### src/rtl/nmi_gate_pkg.sv
package nmi_gate_pkg;

  // What the mask counter does on the next edge
  typedef enum logic [1:0] {
    ACT_HOLD  = 2'd0,
    ACT_DEC   = 2'd1,
    ACT_LOAD  = 2'd2,
    ACT_CLEAR = 2'd3
  } cnt_act_e;

  // Priority: a take reloads, then an iret clears, then the counter counts down
  function automatic cnt_act_e pick_action(input logic take,
                                           input logic iret,
                                           input logic nonzero);
    if (take)         return ACT_LOAD;
    else if (iret)    return ACT_CLEAR;
    else if (nonzero) return ACT_DEC;
    else              return ACT_HOLD;
  endfunction

endpackage

### src/rtl/nmi_accept_decide.sv
module nmi_accept_decide
  import nmi_gate_pkg::*;
(
  input  logic     nmi_pin,
  input  logic     insn_boundary,
  input  logic     iret_exec,
  input  logic     cnt_zero,
  output logic     take,
  output cnt_act_e act
);

  function automatic logic accept_now(input logic pin, input logic bnd,
                                      input logic zero);
    return pin & bnd & zero;
  endfunction

  assign take = accept_now(nmi_pin, insn_boundary, cnt_zero);
  assign act  = pick_action(take, iret_exec, ~cnt_zero);

endmodule

### src/rtl/nmi_mask_counter.sv
module nmi_mask_counter
  import nmi_gate_pkg::*;
#(
  parameter int CNT_W    = 8,
  parameter int HOLD_MAX = 200,
  parameter int INIT_CNT = 0
) (
  input  logic     clk,
  input  logic     rst_n,
  input  cnt_act_e act,
  output logic     cnt_zero
);

  localparam logic [CNT_W-1:0] MAX_V  = CNT_W'(HOLD_MAX);
  localparam logic [CNT_W-1:0] INIT_V = CNT_W'(INIT_CNT);

  logic [CNT_W-1:0] cnt;

  function automatic logic [CNT_W-1:0] step(input cnt_act_e a,
                                            input logic [CNT_W-1:0] c);
    case (a)
      ACT_LOAD:  return MAX_V;
      ACT_CLEAR: return '0;
      ACT_DEC:   return c - 1'b1;
      default:   return c;
    endcase
  endfunction

  always_ff @(posedge clk or negedge rst_n) begin
    if (!rst_n) cnt <= INIT_V;
    else        cnt <= step(act, cnt);
  end

  assign cnt_zero = (cnt == '0);


  dec_step_chk: assert property (@(posedge clk) disable iff (!rst_n)
    (act == ACT_DEC) |=> (cnt + 1'b1) == $past(cnt));


  zero_hold_chk: assert property (@(posedge clk) disable iff (!rst_n)
    (cnt_zero && act == ACT_HOLD) |=> cnt_zero);


  load_max_chk: assert property (@(posedge clk) disable iff (!rst_n)
    (act == ACT_LOAD) |=> cnt == MAX_V);


  clear_zero_chk: assert property (@(posedge clk) disable iff (!rst_n)
    (act == ACT_CLEAR) |=> cnt_zero);

endmodule

### src/rtl/nmi_vector_source.sv
module nmi_vector_source #(
  parameter int              ADDR_W       = 32,
  parameter longint unsigned HANDLER_ADDR = 64'h8
) (
  output logic [ADDR_W-1:0] vec
);

  assign vec = ADDR_W'(HANDLER_ADDR);

endmodule

### src/rtl/nmi_accept_gate.sv
module nmi_accept_gate
  import nmi_gate_pkg::*;
#(
  parameter int              CNT_W        = 8,
  parameter int              HOLD_MAX     = 200,
  parameter int              INIT_CNT     = 0,
  parameter int              ADDR_W       = 32,
  parameter longint unsigned HANDLER_ADDR = 64'h8
) (
  input  logic              clk,
  input  logic              rst_n,
  input  logic              nmi_pin,
  input  logic              iret_exec,
  input  logic              insn_boundary,
  output logic              nmi_take,
  output logic              nmi_busy,
  output logic [ADDR_W-1:0] vector_addr
);

  localparam logic [CNT_W:0] WAIT_LIMIT = (CNT_W+1)'((1 << CNT_W) - 1);

  cnt_act_e act;
  logic     cnt_zero;
  logic     take;

  nmi_accept_decide u_decide (
    .nmi_pin       (nmi_pin),
    .insn_boundary (insn_boundary),
    .iret_exec     (iret_exec),
    .cnt_zero      (cnt_zero),
    .take          (take),
    .act           (act)
  );

  nmi_mask_counter #(
    .CNT_W    (CNT_W),
    .HOLD_MAX (HOLD_MAX),
    .INIT_CNT (INIT_CNT)
  ) u_counter (
    .clk      (clk),
    .rst_n    (rst_n),
    .act      (act),
    .cnt_zero (cnt_zero)
  );

  nmi_vector_source #(
    .ADDR_W       (ADDR_W),
    .HANDLER_ADDR (HANDLER_ADDR)
  ) u_vector (
    .vec (vector_addr)
  );

  assign nmi_take = take;
  assign nmi_busy = ~cnt_zero;

  // Run length of a pending, boundary-qualified request that is not yet taken
  logic [CNT_W:0] stall_run;
  always_ff @(posedge clk or negedge rst_n) begin
    if (!rst_n)
      stall_run <= '0;
    else if (nmi_pin && insn_boundary && !nmi_take)
      stall_run <= (stall_run == '1) ? stall_run : stall_run + 1'b1;
    else
      stall_run <= '0;
  end


  take_cond_chk: assert property (@(posedge clk) disable iff (!rst_n)
    nmi_take |-> (nmi_pin && insn_boundary && !nmi_busy));


  take_strobe_chk: assert property (@(posedge clk) disable iff (!rst_n)
    nmi_take |=> (!nmi_take && nmi_busy));


  iret_open_chk: assert property (@(posedge clk) disable iff (!rst_n)
    (iret_exec && !nmi_take) |=> !nmi_busy);


  take_bound_chk: assert property (@(posedge clk) disable iff (!rst_n)
    stall_run <= WAIT_LIMIT);

endmodule

### config.mk
export PLATFORM = sky130hd
export DESIGN_NAME = nmi_accept_gate
export DESIGN_NICKNAME = d
export VERILOG_FILES = /design/src/rtl/nmi_gate_pkg.sv /design/src/rtl/nmi_accept_decide.sv /design/src/rtl/nmi_mask_counter.sv /design/src/rtl/nmi_vector_source.sv /design/src/rtl/nmi_accept_gate.sv
export SDC_FILE = /design/constraint.sdc
export NUM_CORES = 1
export LEC_CHECK = 0
export ABC_AREA = 0
export BUFFER_PORTS_ARGS = -buffer_cell sky130_fd_sc_hd__buf_2
export CORE_MARGIN = 2
export CORE_UTILIZATION = 39
export CTS_CLUSTER_SIZE = 30
export DETAILED_ROUTE_END_ITERATION = 8
export PLACE_DENSITY_LB_ADDON = 0.12
export SLEW_MARGIN = 20
export SYNTH_ARGS = -nofsm -noshare
export SYNTH_HDL_FRONTEND = slang
export SYNTH_HIERARCHICAL = 1
export SYNTH_SLANG_ARGS = --single-unit
### constraint.sdc
create_clock -name clk -period 2.1 [get_ports clk]
set_input_delay 0.42 -clock clk [delete_from_list [all_inputs] [get_ports clk]]
set_output_delay 0.42 -clock clk [all_outputs]
set_load 0.02 [all_outputs]
# Yosys cells after proc, flatten, opt, wreduce, memory -nomap -nowiden
# Cells that the tools add are included.
classes:
  mux: 4
  bitwise: 3
  addsub: 1
  reduce_logical: 2
  shifts: 0
  n_div: 0
  n_eq_ne: 3
  multipliers: 0
  n_lt_le_gt_ge: 0
ops:
  columns: ["cell", "count"]
  rows:
  - ["8-bit one-hot mux with 3 select lines", 1]
  - ["8-bit logical NOT", 1]
  - ["8-bit by 1-bit subtractor with 8-bit output, second input constant", 1]
  - ["2-bit equality test, second input constant", 2]
  - ["2-bit 2-to-1 mux", 2]
  - ["3-bit nonzero test", 1]
  - ["1-bit AND", 2]
  - ["2-bit by 1-bit equality test with 1-bit output, second input constant", 1]
  - ["1-bit 2-to-1 mux", 1]
  - ["1-bit NOT", 1]
word_totals:
  wordCells: 14
  output_inout_bits: 34
  ramBits: 0
  mem_bits_ro: 0
  mem_count: 0
  regBits: 8
  inputBits: 5
  latchBits: 0

# Depth between registers and ports, before layout
# Gate-level depths: netlist (run 1).
depth:
  word_depth: 6
  mapped_depth: 8
  depth_no_buf: 7

# By module
# Netlist (run 1), hierarchy kept.
by_module_without_submodules:
  columns: ["mod", "area_per_inst_um2", "n_inst", "seq_area_each_um2", "cells_each"]
  rows:
  - ["nmi_mask_counter", 436.7, 1, 200.2, 41]
  - ["nmi_vector_source", 247.7, 1, 0.0, 34]
  - ["nmi_accept_decide", 31.3, 1, 0.0, 4]
  - ["nmi_accept_gate", 3.8, 1, 0.0, 1]

# Worst setup path after synthesis (run 1)
# OpenSTA, ideal clock, no wires.
synth_path:
  path_type: "register to register"
  start: "register u_counter.cnt[2]"
  end: "register u_counter.cnt[7]"
  setup_time_ps: 104
  path_buffers: 1
  arrival_ps: 1952
  synth_period_minus_slack_ps: 2056
  required_ps: 1996
  stages_incl_launch_ff: 8
  setup_slack_ps: 44
  path_cell_list: "dfrtp_1 > nor4_1 > and3_1 > and3_4 > or2_1 > clkbuf_1 > nor2_1 > a221oi_1"
synth_via:
  elab_cells_between_ends: 11
  classes_between: "1 x add/sub; 3 x eq/ne; 4 x mux; 1 x bitwise; 2 x reduce/logical"
synth_rtl:
  columns: ["element", "line_no", "text"]
  rows:
  - ["start: declaration", "nmi_mask_counter.sv:17", "logic [CNT_W-1:0] cnt;"]
  - ["start signal: assignment", "nmi_mask_counter.sv:31", "else cnt <= step(act, cnt);"]
  - ["8-bit logical NOT *", "nmi_mask_counter.sv:34", "assign cnt_zero = (cnt == '0);"]
  - ["via cnt_zero", "nmi_accept_gate.sv:23", "logic cnt_zero;"]
  - ["1-bit AND *", "nmi_accept_decide.sv:14", "return pin & bnd & zero;"]
  - ["via nmi_take", "nmi_accept_gate.sv:15", "output logic nmi_take,"]
  - ["2-bit 2-to-1 mux *", "nmi_gate_pkg.sv:15", "if (take) return ACT_LOAD;"]
  - ["via act[1]", "nmi_accept_gate.sv:22", "cnt_act_e act;"]
  - ["2-bit by 1-bit equality test with 1-bit output or 2-bit equality test (tied branches)", "nmi_mask_counter.sv:21", "case (a)"]
  - ["8-bit one-hot mux with 3 select lines or 3-bit nonzero test (tied branches)", null, null]
# The timed path passes the listed nets; every way through them passes the cells marked *.
# A chain may end at the register's enable or synchronous reset.

# Worst setup path in the final report (run 1)
layout_path:
  start: "register u_counter.cnt[2]"
  end: "output port nmi_take"
layout_via:
  elab_chain_cells: 2
layout_lines:
  columns: ["element", "line_no"]
  rows:
  - ["8-bit logical NOT", "nmi_mask_counter.sv:34"]
  - ["via cnt_zero", "nmi_accept_gate.sv:23"]
  - ["1-bit AND", "nmi_accept_decide.sv:14"]
  - ["end: declaration", "nmi_accept_gate.sv:15"]
# The timed path passes the listed nets, and every way through them passes these cells.

==> results of run 1 <==
==> where the power goes <==
part | switching [mW] | leakage (nW) | internal, mW
clock network | 0.0490 | 0.0138 | 0.0652
logic | 0.268 | 0.277 | 0.243
registers | 0.0713 | 0.103 | 0.222
==> worst max-delay path, stage by stage, from the launching register on <==
cell and delay, ns:
dfrtp_1 0.44, nor4_4 0.32, and3_1 0.23, and3_4 0.18, buf_2 0.15
==> per-stage QoR <==
stage	cell area, µm²	std cells	worst slack (ns)
final	742	118	0.110
after global routing	742	118	0.00492
after CTS	722	117	0.0686
after detailed placement	683	113	0.100
after global placement	683	113	0.0761
after floorplan	832	110	0.0441
==> cells by family after synthesis <==
group	share of synthesized area
muxes	0.0139
adders and majority gates	0.0348
DFF	0.278
buffers and inverters	0.370
other	0.0104
xor gates and xnor gates	0.0365
AOI/OAI and AO/OA	0.103
and+or+nand+nor	0.153
==> timing repair <==
item                                    4_1_cts  5_1_grt
endpoints found under the setup margin        1        2
resized for setup                             1        2
hold buffers                                  1        0
setup buffers                                 0        1
endpoints found under the hold margin         4        0
==> worst max path at each step <==
stage,slack [ns],startpoint,end,cells after the start
6_report,0.11,u_counter/cnt[2]$_DFFE_PN0P_,nmi_take,4
5_1_grt,0.005,u_counter/cnt[1]$_DFFE_PN0P_,u_counter/cnt[5]$_DFFE_PN0P_,7
4_1_cts,0.07,u_counter/cnt[2]$_DFFE_PN0P_,nmi_take,4
3_5_place_dp,0.10,u_counter/cnt[0]$_DFFE_PN0P_,u_counter/cnt[5]$_DFFE_PN0P_,7
3_3_place_gp,0.08,u_counter/cnt[2]$_DFFE_PN0P_,u_counter/cnt[7]$_DFFE_PN0P_,6
2_1_floorplan,0.04,u_counter/cnt[2]$_DFFE_PN0P_,u_counter/cnt[7]$_DFFE_PN0P_,7
==> metal layers <==
metal | up-vias | track usage
li1 | 233 | -
met1 | 230 | 0.130
met2 | 17 | 0.175
met3 | 0 | 0.0577
met4 | 0 | 0.0333
met5 | - | 0
==> Yosys cell counts <==
library cell	instances
a211oi_1	1
a21bo_2	1
a21oi_1	3
a221oi_1	1
a311oi_1	1
a31o_2	1
and3_1	1
and3_4	1
and4bb_2	1
buf_4	32
buf_6	1
clkbuf_1	1
conb_1	2
dfrtp_1	8
ha_1	2
inv_1	3
mux2i_1	1
nand2_1	2
nand2b_1	1
nor2_1	5
nor4_1	2
o31ai_1	2
or2_1	1
or4_1	2
or4b_4	1
xnor2_1	1
xor2_1	2
==> layout make-up <==
| type | instances | area, µm² | share of cell area |
|---|---|---|---|
| Multi-Input combinational cell | 65 | 384 | 0.518 |
| Inverter | 3 | 11.3 | 0.0152 |
| Clock buffer | 3 | 22.5 | 0.0304 |
| Sequential cell | 8 | 200 | 0.270 |
| Tap cell | 25 | 31.3 | 0.0422 |
| Timing Repair Buffer | 14 | 92.6 | 0.125 |
==> flow_summary.ini, run 1 <==
[critical_path]
cp-end-kind = output pin
r2r_start = u_counter/cnt[1]$_DFFE_PN0P_
r2r_end = u_counter/cnt[5]$_DFFE_PN0P_
worst_ep_required_time_ns = 1.68
rrSetupSlack_ns = 0.11
startpoint_type = flop
cp_data_arrival_time_ns = 1.57
worstPathMaxFanout = 5
criticalPathCategory = flop to output pin
reg2regPathDepth = 7

[global_routing]
overflow = 0
antenna_found_initial = 0
grt_pass1_vias = 383
grt_max_degree = 9
grt_first_pass_wirelength_um = 1650
grt.total_usage = 0.110

[final_layout]
fillers = 184
reg_top3 = u_counter/cnt x8
final_common_cell = conb_1
fin_nets = 102
drive_gt1_frac = 0.247
final_cell_mix = 32 x conb_1, 8 x dfrtp_1, 7 x buf_4
synthToLayoutAreaGrowth_pct = 3.13
regMostFlops = u_counter/cnt
antennaDiodeCount = 0
largest_reg_flops = 8
fin_util = 0.430

[timing]
setup_tns_ns = 0
period_minus_slack_ns = 1.99
hold_viol_final = 0
period_share = 0.948
hold-worst-slack_ns = 0.539
fin_skew_ns = 0.00639
slew_viol_final = 0
clock.fmax_mhz = 503
setup_viol = 0
rsz0062_at_grt = false

[drt]
dr_wl_met2_um = 506
met1_length_um = 456
routed_wl_um = 1020
viasPerCell = 4.07
wl_met3_um = 56
drc = 0
antenna_left = 0
drt-pass1-iter-count = 4
vias = 480
routedWlPerCell_um = 8.63
top_layer = met3
detail_route.iter0.violations = 1

[synth]
syn_inst = 80
ys_ff_latch = 8
ys_seq_area_frac = 0.278
synth_area_leaders = buf_4 33%, dfrtp_1 28%, ha_1 3.5%
synth_top_cell_area_share = 0.334
synth.distinct_cells = 27
yosysWarnings = 6
synth.avg_cell_area_um2 = 8.99
synthesis.area_um2 = 719
synth_top_cell_by_area = buf_4

[die]
ios = 39
fp.dieArea_um2 = 2200
start_util = 0.417
die_h_um = 47.0
row_count = 15
die_w_um = 47.0
core_area_um2 = 1730

[clock_network]
cts_tree = yes
htree_levels = 1
clock-root-buffer = clkbuf_4
numCtsBuffers = 3
clk_latency_ns = 0.25
clockBufferDepth = 2
clk_pin_slew_ns = 0.06
clock_sinks = 8

[power_and_ir_drop]
total_power_uw = 918
vdd_drop_max_mv = 0.530
leakage_nw = 0.393
power_density_nw_per_um2 = 1240

[hold_path]
hold_path_class = input port to async pin

[placed_design]
dp_hpwl_um = 806
gp_congestion = 0.666
port_buffers = 6

[status]
outcome = finished clean

[flow_run]
cap_violations = 0
(Power assumes the default switching activity.)
==> inputs of run 2 (changes only) <==
--- a/config.mk
+++ b/config.mk
@@ -10,3 +10,3 @@
 export CORE_MARGIN = 2
-export CORE_UTILIZATION = 39
+export CORE_UTILIZATION = 47
 export CTS_CLUSTER_SIZE = 30
==> constraint.sdc (replaced) <==
create_clock -name clk -period 2.5 [get_ports clk]
set_input_delay 0.5 -clock clk [delete_from_list [all_inputs] [get_ports clk]]
set_output_delay 0.5 -clock clk [all_outputs]
set_load 0.1 [all_outputs]
==> run 2 against run 1 <==
Compared with the run above:
- cell area is 8.4% lower
- critical path depth stayed put
- die area is 16% lower
- largest cell class unchanged
- largest power group unchanged
==> flow_summary.ini, run 2 (synthesized netlist as in run 1, its figures left out) <==
[drt]
drt-pass1-iter-count = 4
viasPerCell = 4.26
detail_route.iter0.violations = 8
routed_wl_um = 947
drc = 0
vias = 439
routedWlPerCell_um = 9.19
antenna_left = 0

[clock_network]
clock-root-buffer = clkbuf_4
cts-resized-gates = 0
clockBufferDepth = 2
clk_latency_ns = 0.25
cts-hold-fix-buffers = 0
cts_setup_buffers = 0
clk_pin_slew_ns = 0.05
clock_sinks = 8
cts_tree = yes
htree_levels = 1
numCtsBuffers = 3

[critical_path]
worstPathMaxFanout = 5
rrSetupSlack_ns = 0.48
criticalPathCategory = flop to output pin
cp_data_arrival_time_ns = 1.76
worst_ep_required_time_ns = 2.00
cp-end-kind = output pin
startpoint_type = flop

[timing]
rsz0062_at_grt = false
hold_viol_final = 0
fin_skew_ns = 0.00132
slew_viol_final = 0
setup_tns_ns = 0
period_share = 0.903
clock.fmax_mhz = 443
setup_viol = 0
period_minus_slack_ns = 2.26

[power_and_ir_drop]
vdd_drop_max_mv = 0.588
leakage_nw = 0.363
power_density_nw_per_um2 = 1310

[final_layout]
largest_reg_flops = 8
final_cell_mix = 32 x conb_1, 8 x dfrtp_1, 5 x buf_2, 5 x nor2_1
synthToLayoutAreaGrowth_pct = -5.57
reg_top3 = u_counter/cnt x8
antennaDiodeCount = 0
fin_util = 0.462
ff_latch_area_um2 = 200
fin_nets = 96
multiInputGateArea_um2 = 365
final_common_cell = conb_1
fillers = 144
regMostFlops = u_counter/cnt
fin_area_um2 = 679
drive_gt1_frac = 0.184

[die]
row_count = 14
ios = 39
core_area_um2 = 1470
die_w_um = 43.1
start_util = 0.489
die_h_um = 43.1
fp.dieArea_um2 = 1860

[global_routing]
grt.total_usage = 0.125
antenna_found_initial = 0
grt_first_pass_wirelength_um = 1640
grt_max_degree = 10
grt_pass1_vias = 370
overflow = 0

[flow_run]
cap_violations = 0

[hold_path]
hold_path_class = input port to async pin

[placed_design]
gp_congestion = 0.693
port_buffers = 6
dp_hpwl_um = 748
place_area_um2 = 657

[status]
outcome = finished clean
## run 2: cell count changes in the layout (fill, tap and decap cells not counted), sizes merged
| cell | before | now |
|---|---|---|
| buf | 13 | 8 |
| dlygate4sd3 | 1 | 0 |
## run 2: power by group
group	leakage, nW	switching [mW]	internal [mW]
registers	0.103	0.0630	0.186
logic	0.246	0.400	0.146
clock network	0.0138	0.0433	0.0549
## run 2: metrics by stage
step           power (mW)  std cells  worst slack (ns)  hold slack, ns
2_1_floorplan       0.769        110             0.235           0.204
3_3_place_gp        0.799        100             0.477           0.356
3_5_place_dp        0.796        100             0.465           0.355
4_1_cts             0.899        103             0.219          0.0843
5_1_grt             0.970        103            0.0740          0.0827
6_report            0.893        103             0.243          0.0827
## run 2: worst max-delay path: stages, from the launching register on
cell and delay [ns]:
dfrtp_1 0.42, nor4_1 0.44, and3_1 0.27, and3_4 0.21, buf_12 0.17
## run 2: path summary, 6_finish.rpt
check	start	endpoint	cells after the start
worst min register to register	u_counter/cnt[5]$_DFFE_PN0P_	u_counter/cnt[5]$_DFFE_PN0P_	2
worst max register to register	u_counter/cnt[2]$_DFFE_PN0P_	u_counter/cnt[7]$_DFFE_PN0P_	6
max in group asynchronous	rst_n	u_counter/cnt[1]$_DFFE_PN0P_	1
min in group clk	u_counter/cnt[5]$_DFFE_PN0P_	u_counter/cnt[5]$_DFFE_PN0P_	2
worst max-delay path	u_counter/cnt[2]$_DFFE_PN0P_	nmi_take	4
worst min-delay path	rst_n	u_counter/cnt[3]$_DFFE_PN0P_	1
## run 2: layout make-up
class                           count  share of cell area
Clock buffer                        3              0.0331
Inverter                            3              0.0166
Multi-Input combinational cell     65               0.538
Sequential cell                     8               0.295
Tap cell                           16              0.0295
Timing Repair Buffer                8              0.0884
## run 2: per-layer routing
layer / wire (µm) / part of all wire / vias up / GRT usage
met3: 75 / 0.079 / 2 / 0.0638
met1: 429 / 0.45 / 192 / 0.166
met4: 11 / 0.012 / 0 / 0.0545
li1: - / - / 223 / -
met2: 430 / 0.45 / 22 / 0.167
met5: 0 / 0 / - / 0
==> inputs of run 3 (changes only) <==
PLACE_DENSITY = 0.9   (was not set)
PLACE_DENSITY_LB_ADDON = not set   (was 0.12)
==> run 3 against run 2 <==
Compared with the run above:
- power up 0.25%
- final cell count unchanged
- utilization down 0.85 points
- largest power group unchanged
==> flow_summary.ini, run 3 (synthesized netlist as in run 1, its figures left out) <==
[global_routing]
grt_max_degree = 10
grt.total_usage = 0.121
grt_first_pass_wirelength_um = 1630
grt_pass1_vias = 387
overflow = 0
antenna_found_initial = 0

[die]
row_count = 14
die_w_um = 43.1
start_util = 0.489
die_h_um = 43.1
fp.dieArea_um2 = 1860
ios = 39
core_area_um2 = 1470

[placed_design]
gp_congestion = 0.772
port_buffers = 6
dp_hpwl_um = 805
pre_cts_slack_ns = 0.303
place_area_um2 = 642

[critical_path]
cp_num_buf_inv = 1
cp_num_cells = 4
startpoint_type = flop
critPathMaxStageDelay_ns = 0.42
worst_ep_required_time_ns = 2.00
criticalPathCategory = flop to output pin
worstPathMaxFanout = 5
worstSetupStartpoint = u_counter/cnt[2]$_DFFE_PN0P_
cp-end-kind = output pin
r2r_start = u_counter/cnt[0]$_DFFE_PN0P_
slowest_stage = dfrtp_1
worstPathCellList = nor4_1 -> and3_1 -> and3_4 -> clkbuf_4
reg2regPathDepth = 7
cp_top_family = simple AND/OR/NAND/NOR gates
r2r_end = u_counter/cnt[5]$_DFFE_PN0P_
rrSetupSlack_ns = 0.48
cp_data_arrival_time_ns = 1.86
crit_path_end = nmi_take

[drt]
drc = 0
vias = 448
drt-pass1-iter-count = 4
met1_length_um = 380
top_layer = met3
routedWlPerCell_um = 9.81
routed_wl_um = 1010
detail_route.iter0.violations = 8
wl_met3_um = 107
viasPerCell = 4.35
dr_wl_met2_um = 522
antenna_left = 0

[final_layout]
fin_nets = 96
drive_gt1_frac = 0.184
fillers = 141
reg_top3 = u_counter/cnt x8
final_common_cell = conb_1
largest_reg_flops = 8
fin_util = 0.453
antennaDiodeCount = 0
final_cell_mix = 32 x conb_1, 8 x dfrtp_1, 5 x buf_2, 5 x nor2_1, 4 x clkbuf_4
regMostFlops = u_counter/cnt
synthToLayoutAreaGrowth_pct = -7.30
fin_area_um2 = 667

[clock_network]
clk_pin_slew_ns = 0.05
clockBufferDepth = 2
clk_latency_ns = 0.26
clock-root-buffer = clkbuf_4
cts_setup_buffers = 0
cts-resized-gates = 0
clock_sinks = 8
numCtsBuffers = 3
htree_levels = 1
cts_tree = yes
cts-hold-fix-buffers = 0

[timing]
fin_skew_ns = 0.00590
fin_ws_ns = 0.138
slew_viol_final = 0
period_share = 0.945
setup_viol = 0
setup_tns_ns = 0
hold_viol_final = 0
period_minus_slack_ns = 2.36
clock.fmax_mhz = 423
rsz0062_at_grt = false
hold-worst-slack_ns = 0.0760

[power_and_ir_drop]
power_density_nw_per_um2 = 1340
leakage_nw = 0.360
vdd_drop_max_mv = 0.429

[status]
outcome = finished clean

[flow_run]
cap_violations = 0

[hold_path]
hold_path_class = input port to async pin
## run 3: final cells by class
cell class                      count  area (µm²)  share of cell area
Inverter                            3        11.3              0.0169
Timing Repair Buffer                8        47.5              0.0713
Clock buffer                        3        22.5              0.0338
Sequential cell                     8         200               0.300
Multi-Input combinational cell     65         365               0.548
Tap cell                           16        20.0              0.0300
## run 3: how the worst min path moves through the flow
| stage | to | cells after the start |
|---|---|---|
| after global placement | u_counter/cnt[7]$_DFFE_PN0P_ | 1 |
| final | u_counter/cnt[6]$_DFFE_PN0P_ | 1 |
| after floorplan | u_counter/cnt[0]$_DFFE_PN0P_ | 0 |
| after detailed placement | u_counter/cnt[6]$_DFFE_PN0P_ | 1 |
| after CTS | u_counter/cnt[6]$_DFFE_PN0P_ | 1 |
| after global routing | u_counter/cnt[6]$_DFFE_PN0P_ | 1 |
## run 3: power by group
group          internal (mW)  leakage (nW)  switching (mW)
Sequential             0.187         0.103          0.0649
Combinational          0.141         0.243           0.405
Clock                 0.0548        0.0138          0.0426
## run 3: per-layer routing
layer / up-vias / track usage
met4: 0 / 0.0364
met1: 203 / 0.130
met5: - / 0
li1: 217 / -
met2: 28 / 0.203
met3: 0 / 0.0638
## run 3: metrics by stage
step | power, mW | instances
finish | 0.895 | 103
global route | 0.960 | 103
CTS | 0.897 | 103
detailed placement | 0.798 | 100
global placement | 0.778 | 100
floorplan | 0.769 | 110
